===== src/rtl/xag_pkg.sv =====
package xag_pkg;
  typedef enum logic [1:0] {
    ST_IDLE = 2'd0,
    ST_RD   = 2'd1,
    ST_WR   = 2'd2,
    ST_FIN  = 2'd3
  } xag_state_e;
endpackage


===== src/rtl/xag_counters.sv =====
module xag_counters #(
  parameter int CNT_W = 8
) (
  input  logic             clk,
  input  logic             rst_n,
  input  logic             load_i,
  input  logic             step_i,
  input  logic [CNT_W-1:0] elem_cnt_i,
  input  logic [CNT_W-1:0] frame_cnt_i,
  output logic             zero_o,
  output logic             frame_end_o,
  output logic             last_o
);
  localparam logic [CNT_W-1:0] ONE = CNT_W'(1);

  logic [CNT_W-1:0] elem_q, elem_d;
  logic [CNT_W-1:0] frame_q, frame_d;
  logic [CNT_W-1:0] reload_q, reload_d;

  assign zero_o      = (elem_cnt_i == '0) || (frame_cnt_i == '0);
  assign frame_end_o = (elem_q == ONE);
  assign last_o      = frame_end_o && (frame_q == ONE);

  always_comb begin
    elem_d   = elem_q;
    frame_d  = frame_q;
    reload_d = reload_q;
    if (load_i) begin
      elem_d   = elem_cnt_i;
      frame_d  = frame_cnt_i;
      reload_d = elem_cnt_i;
    end else if (step_i) begin
      if (frame_end_o) begin
        elem_d  = reload_q;
        frame_d = frame_q - ONE;
      end else begin
        elem_d = elem_q - ONE;
      end
    end
  end

  always_ff @(posedge clk or negedge rst_n) begin
    if (!rst_n) begin
      elem_q   <= '0;
      frame_q  <= '0;
      reload_q <= '0;
    end else if (load_i || step_i) begin
      elem_q   <= elem_d;
      frame_q  <= frame_d;
      reload_q <= reload_d;
    end
  end
endmodule


===== src/rtl/xag_addr.sv =====
module xag_addr #(
  parameter int ADDR_W = 32,
  parameter int STRIDE = 16
) (
  input  logic              clk,
  input  logic              rst_n,
  input  logic              load_i,
  input  logic              step_i,
  input  logic              frame_end_i,
  input  logic [ADDR_W-1:0] periph_base_i,
  input  logic [ADDR_W-1:0] buf_base_i,
  input  logic              periph_step_i,
  input  logic              buf_step_i,
  input  logic              wide_i,
  output logic [ADDR_W-1:0] periph_addr_o,
  output logic [ADDR_W-1:0] buf_addr_o,
  output logic              wide_o
);
  localparam logic [ADDR_W-1:0] SLOT_INC = ADDR_W'(STRIDE);
  localparam logic [ADDR_W-1:0] INC_W64  = ADDR_W'(8);
  localparam logic [ADDR_W-1:0] INC_W32  = ADDR_W'(4);

  logic [ADDR_W-1:0] p_q, p_d, pbase_q, pbase_d, b_q, b_d;
  logic              pstep_q, pstep_d, bstep_q, bstep_d, wide_q, wide_d;
  logic [ADDR_W-1:0] b_inc;

  assign b_inc = wide_q ? INC_W64 : INC_W32;

  always_comb begin
    p_d     = p_q;
    pbase_d = pbase_q;
    b_d     = b_q;
    pstep_d = pstep_q;
    bstep_d = bstep_q;
    wide_d  = wide_q;
    if (load_i) begin
      p_d     = periph_base_i;
      pbase_d = periph_base_i;
      b_d     = buf_base_i;
      pstep_d = periph_step_i;
      bstep_d = buf_step_i;
      wide_d  = wide_i;
    end else if (step_i) begin
      if (frame_end_i)  p_d = pbase_q;
      else if (pstep_q) p_d = p_q + SLOT_INC;
      if (bstep_q)      b_d = b_q + b_inc;
    end
  end

  always_ff @(posedge clk or negedge rst_n) begin
    if (!rst_n) begin
      p_q     <= '0;
      pbase_q <= '0;
      b_q     <= '0;
      pstep_q <= 1'b0;
      bstep_q <= 1'b0;
      wide_q  <= 1'b0;
    end else if (load_i || step_i) begin
      p_q     <= p_d;
      pbase_q <= pbase_d;
      b_q     <= b_d;
      pstep_q <= pstep_d;
      bstep_q <= bstep_d;
      wide_q  <= wide_d;
    end
  end

  assign periph_addr_o = p_q;
  assign buf_addr_o    = b_q;
  assign wide_o        = wide_q;
endmodule


===== src/rtl/xag_fsm.sv =====
module xag_fsm
  import xag_pkg::*;
(
  input  logic clk,
  input  logic rst_n,
  input  logic start_i,
  input  logic zero_i,
  input  logic last_i,
  input  logic rd_ack_i,
  input  logic wr_ack_i,
  output logic load_o,
  output logic step_o,
  output logic rd_req_o,
  output logic wr_req_o,
  output logic busy_o,
  output logic done_o
);
  xag_state_e st_q, st_d;

  always_comb begin
    st_d   = st_q;
    load_o = 1'b0;
    step_o = 1'b0;
    unique case (st_q)
      ST_IDLE: if (start_i) begin
        load_o = 1'b1;
        st_d   = zero_i ? ST_FIN : ST_RD;
      end
      ST_RD: if (rd_ack_i) st_d = ST_WR;
      ST_WR: if (wr_ack_i) begin
        step_o = 1'b1;
        st_d   = last_i ? ST_FIN : ST_RD;
      end
      ST_FIN:  st_d = ST_IDLE;
      default: st_d = ST_IDLE;
    endcase
  end

  always_ff @(posedge clk or negedge rst_n) begin
    if (!rst_n) st_q <= ST_IDLE;
    else        st_q <= st_d;
  end

  assign rd_req_o = (st_q == ST_RD);
  assign wr_req_o = (st_q == ST_WR);
  assign busy_o   = (st_q == ST_RD) || (st_q == ST_WR);
  assign done_o   = (st_q == ST_FIN);
endmodule


===== src/rtl/xfer_addr_gen.sv =====
module xfer_addr_gen #(
  parameter int ADDR_W = 32,
  parameter int CNT_W  = 8,
  parameter int STRIDE = 16
) (
  input  logic              clk,
  input  logic              rst_n,
  input  logic              start_i,
  input  logic [ADDR_W-1:0] cfg_periph_base_i,
  input  logic [ADDR_W-1:0] cfg_buf_base_i,
  input  logic [CNT_W-1:0]  cfg_elem_cnt_i,
  input  logic [CNT_W-1:0]  cfg_frame_cnt_i,
  input  logic              cfg_dir_i,
  input  logic              cfg_wide_i,
  input  logic              cfg_periph_step_i,
  input  logic              cfg_buf_step_i,
  output logic              rd_req_o,
  output logic [ADDR_W-1:0] rd_addr_o,
  output logic [ADDR_W-1:0] rd_addr2_o,
  input  logic              rd_ack_i,
  output logic              wr_req_o,
  output logic [ADDR_W-1:0] wr_addr_o,
  output logic [ADDR_W-1:0] wr_addr2_o,
  input  logic              wr_ack_i,
  output logic              xfer_wide_o,
  output logic              busy_o,
  output logic              done_o
);
  localparam logic [ADDR_W-1:0] WORD2_OFS = ADDR_W'(4);

  logic              load, step, zero, frame_end, last;
  logic [ADDR_W-1:0] periph_addr, buf_addr;
  logic              dir_q, dir_d;

  xag_fsm u_fsm (
    .clk      (clk),
    .rst_n    (rst_n),
    .start_i  (start_i),
    .zero_i   (zero),
    .last_i   (last),
    .rd_ack_i (rd_ack_i),
    .wr_ack_i (wr_ack_i),
    .load_o   (load),
    .step_o   (step),
    .rd_req_o (rd_req_o),
    .wr_req_o (wr_req_o),
    .busy_o   (busy_o),
    .done_o   (done_o)
  );

  xag_counters #(.CNT_W(CNT_W)) u_cnt (
    .clk         (clk),
    .rst_n       (rst_n),
    .load_i      (load),
    .step_i      (step),
    .elem_cnt_i  (cfg_elem_cnt_i),
    .frame_cnt_i (cfg_frame_cnt_i),
    .zero_o      (zero),
    .frame_end_o (frame_end),
    .last_o      (last)
  );

  xag_addr #(.ADDR_W(ADDR_W), .STRIDE(STRIDE)) u_addr (
    .clk           (clk),
    .rst_n         (rst_n),
    .load_i        (load),
    .step_i        (step),
    .frame_end_i   (frame_end),
    .periph_base_i (cfg_periph_base_i),
    .buf_base_i    (cfg_buf_base_i),
    .periph_step_i (cfg_periph_step_i),
    .buf_step_i    (cfg_buf_step_i),
    .wide_i        (cfg_wide_i),
    .periph_addr_o (periph_addr),
    .buf_addr_o    (buf_addr),
    .wide_o        (xfer_wide_o)
  );

  always_comb dir_d = load ? cfg_dir_i : dir_q;

  always_ff @(posedge clk or negedge rst_n) begin
    if (!rst_n)    dir_q <= 1'b0;
    else if (load) dir_q <= dir_d;
  end

  assign rd_addr_o  = dir_q ? buf_addr : periph_addr;
  assign wr_addr_o  = dir_q ? periph_addr : buf_addr;
  assign rd_addr2_o = rd_addr_o + WORD2_OFS;
  assign wr_addr2_o = wr_addr_o + WORD2_OFS;
endmodule


===== config.mk =====
export PLATFORM = sky130hd
export DESIGN_NAME = xfer_addr_gen
export DESIGN_NICKNAME = d
export VERILOG_FILES = /design/src/rtl/xag_pkg.sv /design/src/rtl/xag_counters.sv /design/src/rtl/xag_addr.sv /design/src/rtl/xag_fsm.sv /design/src/rtl/xfer_addr_gen.sv
export SDC_FILE = /design/constraint.sdc
export NUM_CORES = 1
export LEC_CHECK = 0
export BUFFER_PORTS_ARGS = -buffer_cell sky130_fd_sc_hd__buf_4
export CORE_ASPECT_RATIO = 0.6
export CORE_UTILIZATION = 50
export CTS_BUF_LIST = sky130_fd_sc_hd__clkbuf_4 sky130_fd_sc_hd__clkbuf_8
export CTS_CLUSTER_SIZE = 20
export DETAILED_ROUTE_END_ITERATION = 7
export PLACE_DENSITY = 0.86
export SLEW_MARGIN = 30
export SYNTH_ARGS = -nofsm -noshare
export SYNTH_HDL_FRONTEND = slang
export SYNTH_HIERARCHICAL = 1
export SYNTH_SLANG_ARGS = --single-unit

===== constraint.sdc =====
create_clock -name clk -period 3.85 [get_ports clk]
set_clock_uncertainty 0.2 [all_clocks]
set_input_delay 1.155 -clock clk [delete_from_list [all_inputs] [get_ports clk]]
set_output_delay 1.155 -clock clk [all_outputs]
set_load 0.01 [all_outputs]

== After elaboration in Yosys (flattened, before gate mapping) ==
Cells that the tools add are included.
Word-level totals
  bits in registers: 126
  latch bits: 0
  bits in writable memories: 0
  ROM bits: 0
  output and inout bits: 133
  memories: 0
Cells by class
  $add $sub $neg: 6
  $mul: 0
  div/mod/pow operators: 0
  magnitude comparators: 0
  equal/unequal tests: 8
  shift operators: 0
  muxes and demuxes: 26
  bitwise gates (word level): 0
  reductions and logical operators: 17
Operators by type and width (number)
  $mux W32: 9
  $add A32 B3 Y32 const B: 2
  $mux W8: 6
  $add A32 B32 Y32: 1
  $add A32 B5 Y32 const B: 1
  $eq A8 B1 Y1 const B: 2
  $logic_not A8 Y1: 2
  $sub A8 B1 Y8 const B: 2
  $reduce_and A3 Y1: 4
  $mux W2: 5
  $pmux W2 S4: 1
  $reduce_bool A2 Y1: 3
  $eq A2 B2 Y1 const B: 2
  $mux W1: 4
  $mux W4: 1
  $ne A2 B1 Y1 const B: 2
  $reduce_and A2 Y1: 2
  $logic_or A1 B1 Y1: 3
  $reduce_bool A3 Y1: 1
  $eq A2 B1 Y1 const B: 1
  $logic_not A2 Y1: 1
  $ne A2 B2 Y1 const B: 1
  $logic_and A1 B1 Y1: 1

== Logic depth before layout (Yosys ltp) ==
Gate-level depths: netlist of run 1.
  word-level depth: 5
  mapped depth: 14
  depth with buffers taken out: 10

== Cells and area by module ==
The synthesis of run 1 kept the hierarchy.
By module, submodules not included
  xag_addr: times used 1, cells an instance 560, area each 5355.1 um2
  xfer_addr_gen: times used 1, cells an instance 348, area each 2543.7 um2
  xag_counters: times used 1, cells an instance 147, area each 1445.1 um2
  xag_fsm: times used 1, cells an instance 21, area each 196.4 um2

== Least setup slack after synthesis of run 1 ==
Ideal clock, no wire load.
  path type: register to output
  start: register dir_q
  end: output rd_addr2_o[26]
  arrival time: 2989 ps
  slack: -494 ps
  stages on the path, launching flop included: 15
  buffers on the path: 6
  path through: dfrtp_1 -> buf_6 -> buf_4 -> buf_2 -> buf_2 -> buf_2 -> mux2i_1 -> inv_1 -> ha_1 -> inv_1 -> o32ai_2 -> and4_1 -> buf_2 -> and4b_1 -> xor2_1
Between the ends
  cells in the longest elaborated chain, start to end: 2
Ends and longest elaborated chain
  from (decl): RTL line xfer_addr_gen.sv:33  | logic dir_q, dir_d;
  from (signal assigned): RTL line xfer_addr_gen.sv:83  | else if (load) dir_q <= dir_d;
  $mux W32: RTL line xfer_addr_gen.sv:86  | assign rd_addr_o = dir_q ? buf_addr : periph_addr;
  via rd_addr_o[2]: RTL line xfer_addr_gen.sv:18  | output logic [ADDR_W-1:0] rd_addr_o,
  $add A32 B3 Y32: RTL line xfer_addr_gen.sv:88  | assign rd_addr2_o = rd_addr_o + WORD2_OFS;
  to (decl): RTL line xfer_addr_gen.sv:19  | output logic [ADDR_W-1:0] rd_addr2_o,
The timed path passes the listed nets, and every way through them passes these cells.

== Worst setup path in the final report of run 1 ==
  start: register dir_q
  end: output rd_addr2_o[20]
Between the ends
  cells in the longest elaborated chain, start to end: 2
Ends and longest elaborated chain (RTL line)
  $mux W32: xfer_addr_gen.sv:86
  $add A32 B3 Y32: xfer_addr_gen.sv:88
Every way passes these cells.

==> results of run 1 <==
==> per-layer routing <==
metal,vias up,routed length (um),global-route usage
met2,770,14900,0.509
li1,4470,-,-
met4,0,1170,0.104
met1,4937,14700,0.497
met3,160,4600,0.103
met5,-,0,0
==> stage by stage <==
stage          hold slack (ns)  setup WS [ns]  std cells  power, mW  cell area [um2]
2_1_floorplan            0.269        -0.0185       1076       6.67             9630
3_3_place_gp             0.277          0.122       1521       9.19            11600
3_5_place_dp             0.285         0.0483       1521       9.38            11600
4_1_cts                  0.301         -0.229       1580       11.2            12600
5_1_grt                  0.306         -0.396       1596       12.4            13100
6_report                 0.300         -0.315       1597       11.8            13100
==> layout make-up <==
class / count / share of cell area
Clock inverter: 13 / 0.0161
Sequential cell: 126 / 0.240
Clock buffer: 19 / 0.0194
Inverter: 50 / 0.0146
Antenna cell: 1 / 0.000190
Tap cell: 240 / 0.0228
Multi-Input combinational cell: 839 / 0.490
Timing Repair Buffer: 309 / 0.197
==> logic make-up after synthesis <==
logic type,Yosys count
simple gates,391
fa+ha+maj,15
flops,126
compound gates,219
buf+inv,111
mux,119
xor+xnor,95
==> worst reg2reg max path, cell delays in order (launching register included) <==
cell	delay, ns
sky130_fd_sc_hd__dfrtp_1	0.42
sky130_fd_sc_hd__inv_1	0.09
sky130_fd_sc_hd__ha_1	0.21
sky130_fd_sc_hd__nor3b_2	0.16
sky130_fd_sc_hd__buf_4	0.17
sky130_fd_sc_hd__nand2_4	0.11
sky130_fd_sc_hd__clkinv_2	0.16
sky130_fd_sc_hd__inv_1	0.32
sky130_fd_sc_hd__nand2_1	0.31
sky130_fd_sc_hd__buf_4	0.29
sky130_fd_sc_hd__nor4b_1	0.27
sky130_fd_sc_hd__a221oi_1	0.09
sky130_fd_sc_hd__o21ai_0	0.19
==> Yosys cell counts, types with 24 or more instances <==
master,instances
sky130_fd_sc_hd__dfrtp_1,126
sky130_fd_sc_hd__nand2_1,125
sky130_fd_sc_hd__mux2_2,91
sky130_fd_sc_hd__o21ai_0,78
sky130_fd_sc_hd__nor2_1,52
sky130_fd_sc_hd__nand3_1,50
sky130_fd_sc_hd__inv_1,49
sky130_fd_sc_hd__xnor2_1,48
sky130_fd_sc_hd__xor2_1,47
sky130_fd_sc_hd__nand4_1,45
sky130_fd_sc_hd__a21oi_1,39
sky130_fd_sc_hd__mux2i_1,28
sky130_fd_sc_hd__clkbuf_1,24
==> report_power, final <==
group / switching [mW] / total, mW / leakage (nW) / internal (mW)
registers: 0.997 / 2.95 / 1.51 / 1.95
clock network: 0.588 / 1.39 / 0.234 / 0.800
logic: 3.87 / 7.50 / 4.03 / 3.63
total: 5.46 / 11.8 / 5.78 / 6.38
==> worst max path at each step <==
stage,endpoint,slack [ns],cells after the start
2_1_floorplan,rd_addr2_o[26],-0.02,14
3_3_place_gp,wr_addr2_o[28],0.12,8
3_5_place_dp,rd_addr2_o[20],0.05,8
4_1_cts,rd_addr2_o[30],-0.23,8
5_1_grt,rd_addr2_o[20],-0.40,10
6_report,rd_addr2_o[20],-0.32,10
==> repair_timing <==
item                                    CTS  global route
pin swaps                                22            42
gates resized for setup                  55            72
endpoints found under the setup margin   39            44
buffers inserted                         23            14
gates cloned                              4             2
==> state kept, by name, summed over array words and instances (netlist names) <==
name / count
u_addr/periph_addr_o: 32
u_addr/wide_o: 1
u_addr/pbase_q: 32
u_addr/pstep_q: 1
u_addr/buf_addr_o: 32
u_cnt/frame_q: 8
dir_q: 1
u_cnt/elem_q: 8
u_addr/bstep_q: 1
u_fsm/st_q: 2
u_cnt/reload_q: 8
==> impl_results.md, run 1 <==
* Number of port buffers at 221
* Total via count in the routed design at 10300
* Level count of the clock H-tree at 4
* HP Start: u_addr/pbase_q[0]$_DFFE_PN0P_
* Post-detail-place hpwl at 23700 um
* Max-cap check violation count at 0
* Per-cell routed wire length at 22.1 um
* Synth Area in Compound Gates at 0.147
* Post-synthesis cell count at 1076
* Mean number of vias per cell at 6.47
* Highest-count cells in the layout ignoring fill and taps: sky130_fd_sc_hd__buf_4, sky130_fd_sc_hd__dfrtp_1, sky130_fd_sc_hd__nand2_1, sky130_fd_sc_hd__mux2_2, sky130_fd_sc_hd__o21ai_0
* Synth Warn # at 6
* Most area-hungry cell type in the Yosys netlist: sky130_fd_sc_hd__dfrtp_1
* Number of clock sinks seen by CTS at 126
* Area of the multi-input gates at between 0.006 and 0.007 mm2
* Final Cycle Share at 1.08
* Final hold viol count at 0
* Setup ws final at -0.315 ns
* Final Critical Period at 4.17 ns
* Critical register-to-register path endpoint: u_addr/periph_addr_o[7]$_DFFE_PN0P_
* Launch point of the critical path: dir_q$_DFFE_PN0P_
* Power density over the cells at 900 mW/mm2
* Mean cell area of the mapped netlist at 8.87 um2
* Maximum clock rate at roughly 240 MHz
* Async S/R FF share, synth at 1.00
* Effective utilization at floorplan at 0.520
* DRC errors left at 0
* Vias in the first global route at 9455
* Net count of the mapped netlist at ~1200
* Final layout net count at 1447
* Flip-flop and latch count after synthesis at 126
* Violations in the final reports: negative setup slack
* Req. time, crit path at 2.49 ns
* Worst reg2reg startpoint: u_cnt/elem_q[1]$_DFFE_PN0N_
* Area growth syn-to-layout at 37.8%
* CP Max Fanout at 6
* Highest-delay cell along the critical path: sky130_fd_sc_hd__dfrtp_4
* Hold depth at 1
* Highest cell delay on the worst timing path at 0.55 ns
* Peak VDD IR at 473 uV
* Top post-synthesis cells by area: sky130_fd_sc_hd__dfrtp_1, sky130_fd_sc_hd__mux2_2, sky130_fd_sc_hd__nand2_1
* Total overflow reported by the global router at 0
* Area share of fa/ha/maj cells after synthesis at 0.0205
* Area share of and/or/nand/nor cells after synthesis at 0.225
* Sequential cell area at approximately 0.0032 mm2
* Crit path kind: register to output port
* Pin count of the biggest net entering global routing at 53
* Leading cell type in the layout, fill and taps excluded: sky130_fd_sc_hd__buf_4
* CTS tree: done
* Wire length of the first global-routing pass at roughly 53000 um
* Root cell of the clock tree: sky130_fd_sc_hd__clkbuf_8
* Overall global routing resource usage at 0.349
* Setup slack, reg-to-reg at 0.78 ns
* Filler Cells Inserted at between 1000 and 1500
* Post-Route Utilization at 0.716
* Number of DRC markers after the initial detailed-route iteration at around 1500
* Xor-xnor portion of the synthesized cell area at 0.0872
* Number of top-level design ports at 222
* Worst-case reg-to-reg path depth at 12
* Cell class contributing the biggest share of worst-path delay: flip-flops
* WP buf/inv at 4
* Critical Path Start Type: register
* Clk Latency, worst-skew pair at 0.46 ns
* Wire length reported by the detailed router at 35300 um
* Run status: complete, but fails checks
* Largest family of logic cells by synthesized area: simple AND/OR/NAND/NOR gates
* Worst path arrival time at roughly 2.8 ns
* Die outline width at 180 um
* Count of distinct cell types in the synthesized netlist at 84
* Portion of the post-synthesis area used by sequential elements at 0.330
* Site Rows at 38
* Number of setup violations in the final report at 40
* Worst-case clock buffer depth at 2
* Area of the die at ~0.02 mm2
* Multiplexer share of the synthesized area at 0.137
* Initial antenna violation count at 0
* Routability congestion estimate from global placement at 0.987
* Worst min-delay path category: register to register
* Worst Tran Pin Value at roughly 0.86 ns
* Crit end category: output port
* Number of CTS-inserted buffers at 17
* Cell area after technology mapping at 0.00954 mm2
* Sum of negative setup slack at -5.99 ns
* Clock transition at path regs at 0.08 ns
* Initial DRT Pass Iterations at 8
* Final Max Tran Viols at 0
* Remaining antenna violation count after routing at 0
* Most used flip-flop cell after synthesis: sky130_fd_sc_hd__dfrtp_1
* Area share of the leading cell type in the synthesized netlist at 0.330
* Setup repair after global routing missed its margin: yes
* Number of enable flip-flop cells after synthesis at 0
* Standby leakage power at 5.78 nW
* Placeable core region at 0.0184 mm2
* Relative max-transition margin at 0.425
* Worst-path cell chain: mux2i_4, inv_2, ha_4, inv_4, o32ai_4, and4_4, buf_6, nand3_4, xnor2_2, buf_4
* Layout cells sized above 1 at 0.403
* Hold path endpoint: u_addr/pbase_q[0]$_DFFE_PN0P_
* Hold bufs inserted after CTS at 0
* Die Y-Extent at 109 um
Power figures use the tool's default switching activity.
==> inputs of run 2 (changes only) <==
--- a/config.mk
+++ b/config.mk
@@ -8,12 +8,11 @@
 export BUFFER_PORTS_ARGS = -buffer_cell sky130_fd_sc_hd__buf_4
 export CORE_ASPECT_RATIO = 0.6
 export CORE_UTILIZATION = 50
-export CTS_BUF_LIST = sky130_fd_sc_hd__clkbuf_4 sky130_fd_sc_hd__clkbuf_8
+export CTS_BUF_LIST = sky130_fd_sc_hd__clkbuf_8
 export CTS_CLUSTER_SIZE = 20
 export DETAILED_ROUTE_END_ITERATION = 7
 export PLACE_DENSITY = 0.86
 export SLEW_MARGIN = 30
 export SYNTH_ARGS = -nofsm -noshare
 export SYNTH_HDL_FRONTEND = slang
-export SYNTH_HIERARCHICAL = 1
 export SYNTH_SLANG_ARGS = --single-unit
==> impl_results.md, run 2 <==
* Critical Path Start Type: register
* Post-detail-place hpwl at 23400 um
* Count of distinct cell types in the synthesized netlist at 73
* Total design power at 11.1 mW
* Total via count in the routed design at 10300
* Most common library cells after synthesis: sky130_fd_sc_hd__nand2_1, sky130_fd_sc_hd__dfrtp_1, sky130_fd_sc_hd__nor2_1, sky130_fd_sc_hd__o21ai_0, sky130_fd_sc_hd__xnor2_1
* Number of clock sinks seen by CTS at 126
* Die Y-Extent at 108 um
* Sum of negative setup slack at -6.78 ns
* Most used flip-flop cell after synthesis: sky130_fd_sc_hd__dfrtp_1
* CTS tree: done
* Final Max Tran Viols at 0
* Run status: complete, but fails checks
* Relative max-transition margin at 0.450
* Area growth syn-to-layout at 33.9%
* Per-cell routed wire length at 20.0 um
* Final Critical Period at roughly 4.2 ns
* Crit path kind: register to output port
* Number of standard cells in the final layout excluding fillers at 1656
* Mean cell area of the mapped netlist at 7.94 um2
* Initial antenna violation count at 0
* Worst Tran Pin Value at 0.818 ns
* Final design instance area without fill at 0.0125 mm2
* Cell area after technology mapping at roughly 0.0093 mm2
* Worst min-delay path category: register to register
* Final hold viol count at 0
* Leading cell type in the layout, fill and taps excluded: sky130_fd_sc_hd__buf_4
* Number of enable flip-flop cells after synthesis at 0
* Async S/R FF share, synth at 1.00
* Die outline width at 178 um
* Setup repair after global routing missed its margin: yes
* Wire length of the first global-routing pass at 50600 um
* Clk Latency, worst-skew pair at 0.46 ns
* Number of DRC markers after the initial detailed-route iteration at between 1000 and 1500
* Vias in the first global route at 9415
* Final layout net count at between 1500 and 2000
* Synth Warn # at 0
* Pin count of the biggest net entering global routing at 85
* Worst path arrival time at 2.81 ns
* Number of setup violations in the final report at 39
* Placeable core region at 0.0182 mm2
* Max-cap check violation count at 0
* Final Cycle Share at 1.08
* Setup ws final at -0.312 ns
* Clock transition at path regs at 0.07 ns
* Routability congestion estimate from global placement at 0.983
* Most frequent cell after synthesis: sky130_fd_sc_hd__nand2_1
* Peak VDD IR at around 500 uV
* Req. time, crit path at ~2.5 ns
* Effective utilization at floorplan at 0.513
* Maximum clock rate at ~240 MHz
* Number of top-level design ports at 222
* Level count of the clock H-tree at 4
* Most area-hungry cell type in the Yosys netlist: sky130_fd_sc_hd__dfrtp_1
* Area share of the leading cell type in the synthesized netlist at 0.339
* Flip-flop and latch count after synthesis at roughly 130
* Total overflow reported by the global router at 0
* Power density over the cells at 893 mW/mm2
* Crit end category: output port
* Number of port buffers at 221
* Site Rows at 38
* Top post-synthesis cells by area: sky130_fd_sc_hd__dfrtp_1, sky130_fd_sc_hd__nand2_1, sky130_fd_sc_hd__xnor2_1
* Area of the die at ~0.019 mm2
* Standby leakage power at 5.64 nW
* DP Worst Slack at 0.0958 ns
* Final Hold Slack at approximately 0.28 ns
* Portion of the post-synthesis area used by sequential elements at 0.339
* Worst-case clock buffer depth at 2
* Overall global routing resource usage at 0.340
* CP Max Fanout at 7
* Number of CTS-inserted buffers at 17
* Initial DRT Pass Iterations at 8
* Area after DPL at 0.0115 mm2
* DRC errors left at 2
* Layout cells sized above 1 at 0.317
* Total inserted antenna cells at 0
* Post-placement cell count at 1605
* Wire length reported by the detailed router at 33100 um
* Post-Route Utilization at 0.686
* Remaining antenna violation count after routing at 0
* Highest-count cells in the layout ignoring fill and taps: sky130_fd_sc_hd__buf_4, sky130_fd_sc_hd__nand2_1, sky130_fd_sc_hd__dfrtp_1, sky130_fd_sc_hd__nor2_1, sky130_fd_sc_hd__o21ai_0
* Post-synthesis cell count at 1172
* Mean number of vias per cell at approximately 6.2
* Violations in the final reports: design-rule violations, negative setup slack
* Net count of the mapped netlist at 1276
* Root cell of the clock tree: sky130_fd_sc_hd__clkbuf_8
run 2: cell count changes after synthesis, moves of 8 or more:
cell,change
sky130_fd_sc_hd__nand2_1,+129
sky130_fd_sc_hd__mux2_2,-53
sky130_fd_sc_hd__clkbuf_1,+27
sky130_fd_sc_hd__nor2_1,+19
sky130_fd_sc_hd__nand4_1,-15
sky130_fd_sc_hd__nor3_1,+14
sky130_fd_sc_hd__buf_2,+13
sky130_fd_sc_hd__xor2_1,-13
sky130_fd_sc_hd__xnor2_1,+12
sky130_fd_sc_hd__nand3_1,-10
sky130_fd_sc_hd__o211ai_1,+10
sky130_fd_sc_hd__a22oi_1,-9
sky130_fd_sc_hd__nor4_1,+8
run 2: path summary, 6_finish.rpt:
kind                                               start                                   end  slack [ns]  cells past startpoint
max                                    dir_q$_DFFE_PN0P_                        wr_addr2_o[31]       -0.31                      7
max in group asynchronous                          rst_n        u_addr.pbase_q[25]$_DFFE_PN0P_        2.24                      2
min in group asynchronous                          rst_n      u_addr.buf_addr_o[0]$_DFFE_PN0P_        0.51                      1
min                        u_cnt.reload_q[2]$_DFFE_PN0P_         u_cnt.reload_q[2]$_DFFE_PN0P_        0.28                      2
max reg2reg                  u_cnt.elem_q[1]$_DFFE_PN0P_  u_addr.periph_addr_o[18]$_DFFE_PN0P_        0.71                      7
min reg2reg                u_cnt.reload_q[2]$_DFFE_PN0P_         u_cnt.reload_q[2]$_DFFE_PN0P_        0.28                      2
run 2: cell families after synthesis:
kind of cell,Yosys count,share of synthesized area
DFF,126,0.339
xor gates and xnor gates,94,0.0884
muxes,62,0.0718
adders and majority gates,15,0.0210
buffers and inverters,139,0.0656
AOI/OAI and AO/OA,211,0.146
and+or+nand+nor,525,0.269
run 2: critical path: stages, from the launching register on:
cell	delay [ns]
sky130_fd_sc_hd__dfrtp_4	0.56
sky130_fd_sc_hd__nand4b_1	0.24
sky130_fd_sc_hd__o32a_1	0.41
sky130_fd_sc_hd__or3_4	0.36
sky130_fd_sc_hd__buf_6	0.16
sky130_fd_sc_hd__nor4b_4	0.26
sky130_fd_sc_hd__xor2_1	0.20
sky130_fd_sc_hd__buf_4	0.15
run 2: layer usage:
metal / track usage / wire length [um] / vias to the layer above
met5: 0 / 0 / -
met4: 0.0910 / 671 / 0
met3: 0.0865 / 4220 / 97
met2: 0.514 / 14600 / 766
met1: 0.480 / 13700 / 4837
li1: - / - / 4551
run 2: final cells by class:
| type | count | area, um2 |
|---|---|---|
| clock buffer | 18 | 248 |
| timing repair buffer | 308 | 2450 |
| fill | 1419 | 5690 |
| sequential | 126 | 3160 |
| multi-input combinational | 907 | 5990 |
| inverter | 43 | 161 |
| clock inverter | 14 | 155 |
| tap | 240 | 300 |
run 2: power breakdown:
group	total (mW)	internal (mW)	switching (mW)	leakage [nW]
registers	2.75	1.95	0.802	1.53
clock network	1.21	0.647	0.565	0.215
logic	7.17	3.32	3.85	3.90
run 2: timing repair:
action	4_1_cts	5_1_grt
gates cloned	0	2
endpoints found under the setup margin	39	42
resized for setup	40	42
buffers inserted	12	8
hold buffers	0	0
pin swaps	18	27
